$ cat src/rtl/scc_pkg.sv
package scc_pkg;

    // bus access machine
    typedef enum logic [1:0] {
        BUS_IDLE = 2'd0,
        BUS_WACK = 2'd1,
        BUS_RACK = 2'd2
    } bus_state_e;

    // decoded register selection
    typedef enum logic [2:0] {
        RSEL_DLY  = 3'd0,
        RSEL_TAP  = 3'd1,
        RSEL_FIX  = 3'd2,
        RSEL_CKS  = 3'd3,
        RSEL_RTC  = 3'd4,
        RSEL_RTQ  = 3'd5,
        RSEL_NONE = 3'd6
    } reg_sel_e;

    // register offsets, before scaling by the bus shift
    localparam int OFS_DLY = 'h000;
    localparam int OFS_TAP = 'h002;
    localparam int OFS_FIX = 'h004;
    localparam int OFS_CKS = 'h006;
    localparam int OFS_RTC = 'h008;
    localparam int OFS_RTQ = 'h00A;

    // field positions
    localparam int CNT_LSB = 16;
    localparam int CNT_W   = 8;
    localparam int ERR_BIT = 2;

endpackage

$ cat src/rtl/scc_addr_decode.sv
module scc_addr_decode
    import scc_pkg::*;
#(
    parameter int ADDR_W    = 16,
    parameter int BUS_SHIFT = 2
) (
    input  logic [ADDR_W-1:0] addr,
    output reg_sel_e          sel
);
    localparam int OFS_W = ADDR_W - BUS_SHIFT;

    logic             aligned;
    logic [OFS_W-1:0] ofs;

    generate
        if (BUS_SHIFT == 0) begin : g_noshift
            assign aligned = 1'b1;
        end else begin : g_shift
            assign aligned = (addr[BUS_SHIFT-1:0] == '0);
        end
    endgenerate

    assign ofs = addr[ADDR_W-1:BUS_SHIFT];

    always_comb begin
        sel = RSEL_NONE;
        if (aligned) begin
            if      (ofs == OFS_W'(OFS_DLY)) sel = RSEL_DLY;
            else if (ofs == OFS_W'(OFS_TAP)) sel = RSEL_TAP;
            else if (ofs == OFS_W'(OFS_FIX)) sel = RSEL_FIX;
            else if (ofs == OFS_W'(OFS_CKS)) sel = RSEL_CKS;
            else if (ofs == OFS_W'(OFS_RTC)) sel = RSEL_RTC;
            else if (ofs == OFS_W'(OFS_RTQ)) sel = RSEL_RTQ;
        end
    end
endmodule

$ cat src/rtl/scc_bus_fsm.sv
module scc_bus_fsm
    import scc_pkg::*;
(
    input  logic       clk,
    input  logic       rst,
    input  logic       req,
    input  logic       we,
    output bus_state_e state_o,
    output logic       wr_stb,
    output logic       rd_stb,
    output logic       ack
);
    bus_state_e state_q, state_d;

    // state register
    always_ff @(posedge clk) begin
        if (rst) state_q <= BUS_IDLE;
        else     state_q <= state_d;
    end

    // transitions: accept-write, accept-read, complete
    always_comb begin
        state_d = state_q;
        unique case (state_q)
            BUS_IDLE: if (req) state_d = we ? BUS_WACK : BUS_RACK;
            BUS_WACK: state_d = BUS_IDLE;
            BUS_RACK: state_d = BUS_IDLE;
            default:  state_d = BUS_IDLE;
        endcase
    end

    // outputs
    always_comb begin
        wr_stb = 1'b0;
        rd_stb = 1'b0;
        ack    = 1'b0;
        unique case (state_q)
            BUS_IDLE: begin
                wr_stb = req & we;
                rd_stb = req & ~we;
            end
            BUS_WACK: ack = 1'b1;
            BUS_RACK: ack = 1'b1;
            default:  ack = 1'b0;
        endcase
    end

    assign state_o = state_q;
endmodule

$ cat src/rtl/scc_err_flag.sv
module scc_err_flag (
    input  logic clk,
    input  logic rst,
    input  logic err_in,
    input  logic clr,
    output logic flag
);
    logic flag_q;

    // a new error wins over a simultaneous clear
    always_ff @(posedge clk) begin
        if (rst)         flag_q <= 1'b0;
        else if (err_in) flag_q <= 1'b1;
        else if (clr)    flag_q <= 1'b0;
    end

    assign flag = flag_q;
endmodule

$ cat src/rtl/scc_regs.sv
module scc_regs
    import scc_pkg::*;
#(
    parameter int ADDR_W    = 16,
    parameter int DATA_W    = 32,
    parameter int BUS_SHIFT = 2,
    parameter int TAP_W     = 8,
    parameter int TAP_COUNT = 8
) (
    input  logic              clk,
    input  logic              rst,
    input  logic              req,
    input  logic              we,
    input  logic [ADDR_W-1:0] addr,
    input  logic [DATA_W-1:0] wdata,
    output logic              ack,
    output logic [DATA_W-1:0] rdata,
    input  logic              err_in,
    output logic              tap_en,
    output logic [TAP_W-1:0]  tap_sel,
    output logic [TAP_W-1:0]  fix_tap,
    output logic              clk_tuned,
    output logic              rt_en,
    output logic              rt_err_irq
);
    bus_state_e        state_q;
    logic              wr_stb, rd_stb, bus_idle;
    reg_sel_e          sel;
    logic              tap_en_q, cks_q, rte_q, err_flag_q, err_clr;
    logic [TAP_W-1:0]  tap_q, fix_q;
    logic [DATA_W-1:0] rd_d, rd_q;
    logic              unused_wbits;

    assign unused_wbits = ^wdata;

    scc_bus_fsm u_fsm (
        .clk     (clk),
        .rst     (rst),
        .req     (req),
        .we      (we),
        .state_o (state_q),
        .wr_stb  (wr_stb),
        .rd_stb  (rd_stb),
        .ack     (ack)
    );

    scc_addr_decode #(
        .ADDR_W    (ADDR_W),
        .BUS_SHIFT (BUS_SHIFT)
    ) u_dec (
        .addr (addr),
        .sel  (sel)
    );

    assign err_clr = wr_stb && (sel == RSEL_RTQ) && !wdata[ERR_BIT];

    scc_err_flag u_err (
        .clk    (clk),
        .rst    (rst),
        .err_in (err_in),
        .clr    (err_clr),
        .flag   (err_flag_q)
    );

    // writable fields
    always_ff @(posedge clk) begin
        if (rst) begin
            tap_en_q <= 1'b0;
            tap_q    <= '0;
            fix_q    <= '0;
            cks_q    <= 1'b0;
            rte_q    <= 1'b0;
        end else if (wr_stb) begin
            unique case (sel)
                RSEL_DLY: tap_en_q <= wdata[0];
                RSEL_TAP: tap_q    <= wdata[TAP_W-1:0];
                RSEL_FIX: fix_q    <= wdata[TAP_W-1:0];
                RSEL_CKS: cks_q    <= wdata[0];
                RSEL_RTC: rte_q    <= wdata[0];
                default:  ;
            endcase
        end
    end

    // read mux
    always_comb begin
        rd_d = '0;
        unique case (sel)
            RSEL_DLY: begin
                rd_d[0]                = tap_en_q;
                rd_d[CNT_LSB +: CNT_W] = CNT_W'(TAP_COUNT);
            end
            RSEL_TAP: rd_d[TAP_W-1:0] = tap_q;
            RSEL_FIX: rd_d[TAP_W-1:0] = fix_q;
            RSEL_CKS: rd_d[0]         = cks_q;
            RSEL_RTC: rd_d[0]         = rte_q;
            RSEL_RTQ: rd_d[ERR_BIT]   = err_flag_q;
            default:  rd_d = '0;
        endcase
    end

    always_ff @(posedge clk) begin
        if (rst)         rd_q <= '0;
        else if (rd_stb) rd_q <= rd_d;
    end

    assign bus_idle   = (state_q == BUS_IDLE);
    assign rdata      = (state_q == BUS_RACK) ? rd_q : '0;
    assign tap_en     = tap_en_q;
    assign tap_sel    = tap_q;
    assign fix_tap    = fix_q;
    assign clk_tuned  = cks_q;
    assign rt_en      = rte_q;
    assign rt_err_irq = rte_q & err_flag_q;
endmodule

$ cat config.mk
export PLATFORM = sky130hd
export DESIGN_NAME = scc_regs
export DESIGN_NICKNAME = d
export VERILOG_FILES = /design/src/rtl/scc_pkg.sv /design/src/rtl/scc_addr_decode.sv /design/src/rtl/scc_bus_fsm.sv /design/src/rtl/scc_err_flag.sv /design/src/rtl/scc_regs.sv
export SDC_FILE = /design/constraint.sdc
export NUM_CORES = 1
export LEC_CHECK = 0
export BUFFER_PORTS_ARGS = -buffer_cell sky130_fd_sc_hd__buf_4
export CAP_MARGIN = 5
export CORE_MARGIN = 2
export CORE_UTILIZATION = 44
export CTS_CLUSTER_SIZE = 14
export DETAILED_ROUTE_END_ITERATION = 8
export PLACE_DENSITY_LB_ADDON = 0.12
export SLEW_MARGIN = 20
export SYNTH_ARGS = -nofsm -noshare
export SYNTH_HDL_FRONTEND = slang
export SYNTH_SLANG_ARGS = --single-unit
export TNS_END_PERCENT = 50
$ cat constraint.sdc
create_clock -name clk -period 2.6 [get_ports clk]
set_clock_uncertainty 0.1 [all_clocks]
set_input_delay 0.52 -clock clk [delete_from_list [all_inputs] [get_ports clk]]
set_output_delay 0.52 -clock clk [all_outputs]
set_load 0.01 [all_outputs]
==> metrics.txt <==
total die area=4640 um2; Final Max Slew Viols=0; Skew-Pair Late Insertion Delay=0.27 ns; setup_tns=0 ns; Async SR Flop Fraction=0%; max-cap violations=0; clk sinks=31; Unique masters post-synth=39; post-DP HPWL=2970 um; commonest non-fill, non-tap cell in the layout=buf_4; multi-input logic area=1050 um2; path type of the worst setup path=input port to flop; status=completed; Syn Std Cell Area=1810 um2; Register Area=621 um2; post-synth top area share=34.3%; antenna violations before repair=0; Hold Vio Cnt, Final=0; most common flop cell mapped by yosys=dfxtp_1; Tot GR Track Use=17.8%; Mapped Cells=204; Num CTS Buffers=5; placement row count=23; placed cell count=307; min Tclk post-route=2.28 ns; Fillers=393; CP dominant cell by count=or4_4; share of cells above drive strength 1=29.1%; DR vias/cell=4.84; global route overflow=0; #FFs+latches synth=31; Power, Total=1030 uW; CP max stage cell=or4_4; Ant. Diodes=0; pwr dens=442 nW/um2; data arrival time of the worst path=2.33 ns; CP Capture Type=flop; CTS Buffer Depth=2; Post-Syn Area per Cell=8.87 um2; Port Buffers=58; number of global-route vias before repair=1,318; FF-to-FF Start=u_fsm.state_o[0]$_SDFFE_PP0P_; Slew HR=64.7%; CP cell instances=buf_4 > or4_4 > or4_4 > or4_1 > mux2i_1; Finished Cell Area=2330 um2; Worst VDD drop=0.356 mV; Final Instance Count excl. Fillers=315; routability cong.=0.871; actual slew at the worst max-slew pin=0.523 ns; Hold Buf Count CTS=0; H-tree Lvls=2; global-route wire length before repair=6230 um; Clock Root Buffer=clkbuf_8; CTS tree=yes; Min-Delay Path Class=input port to flop; DR vias=1,525; cell taking the most area after synthesis=dfxtp_1; Synth Warn #=0; CP max FO=4; Antenna Nets Post-Route=0; nets=319; Post-synth EDFFs=0; most frequent cells in the layout=buf_4, dfxtp_1, nand2b_1, conb_1, mux2i_1; clock slew at reported path FFs=0.06 ns; largest net degree at the start of global routing=40; synthesis-to-layout area growth=28.6%; Die Span X=68.1 um; final core utilization=58.6%; core area=3970 um2; Crit path largest cell delay=0.56 ns; drt pass-1 iters=4; Post-Route WL=3860 um; Peak Freq=0.439 GHz; IO Pins=106; leakage power total=0.00105 uW; min-delay src=err_in; initial core utilization=45.6%; Die Span Y=68.1 um; worst path required time=2.66 ns; DP Area=2220 um2; synth top area cells=dfxtp_1, mux2i_1, nand2b_1, buf_4, and2_1; RSZ-0062 raised after global routing=no; First DRT Iteration DRCs=71; setup repair bufs after CTS=0; CP startpoint=addr[7]; post_cts resized=0; post-detailed-route wirelength per cell=12.2 um; startpoint type of the worst setup path=input port; Final setup viols=0; # DRC=0; sequential fraction of the synthesis area=34.3%; Tcrit/Tclk final=87.5%
==> critical path: cells and delay by family <==
kind	cells	cell delay, ns
AND/OR/NAND/NOR	3	1.56
multiplexers	1	0.14
buffers and inverters	1	0.11
==> power by group <==
| group | leakage, uW | switching, uW | internal, uW |
|---|---|---|---|
| sequential | 0.000251 | 4.06 | 484 |
| clock | 0.0000505 | 170 | 240 |
| combinational | 0.000753 | 69.4 | 60.2 |
==> registers in the layout, indices dropped and copies added, names as in the netlist <==
| signal | cells |
|---|---|
| rd_q | 9 |
| fix_tap | 8 |
| tap_sel | 8 |
| u_fsm.state_o | 2 |
| clk_tuned | 1 |
| rt_en | 1 |
| tap_en | 1 |
| u_err.flag | 1 |
==> final timing paths <==
kind | slack [ns] | end | cells after the start
max | 0.32 | rt_en$_SDFFE_PP0P_ | 5
min | 0.39 | u_err.flag$_SDFFE_PP0P_ | 3
max reg2reg | 0.55 | rt_en$_SDFFE_PP0P_ | 6
min reg2reg | 0.39 | rd_q[19]$_SDFFE_PP0P_ | 2
==> layer usage <==
layer,GRT usage [%],routed length (um),up-vias
met1,24.9,1820,672
met4,6.25,39,0
met2,26.7,1740,58
li1,-,-,791
met5,0,0,-
met3,4.11,259,4
==> kinds of logic after synthesis <==
kind of cell / share of synthesized area, %
compound gates: 11.7
mux: 12.2
flops: 34.3
simple gates: 27.9
buf+inv: 12.3
other cells: 0.207
fa+ha+maj: 1.38
==> cell usage after synthesis (3+ instances only) <==
master	count
inv_1	3
o21bai_1	6
nand2b_1	29
nand3_1	8
nor2b_1	4
clkbuf_1	9
dfxtp_1	31
nor3_1	4
buf_4	23
a31oi_1	7
mux2i_1	22
nor2_1	7
and2_1	11
or3_1	3
a21oi_1	9
==> stage by stage <==
step / hold slack (ns) / setup WS (ns)
finish: 0.385 / 0.324
global route: 0.377 / 0.308
CTS: 0.375 / 0.343
detailed placement: 0.377 / 0.0505
global placement: 0.369 / 0.0563
floorplan: 0.351 / 0.198
==> layout make-up <==
type	instances	share of cell area, %
Clock inverter	1	0.323
Tap cell	50	2.69
Clock buffer	7	4.14
Inverter	3	0.484
Sequential cell	31	26.7
Multi-Input combinational cell	159	45.1
Timing Repair Buffer	64	20.6
No activity file was read; power rests on OpenSTA's default activity.
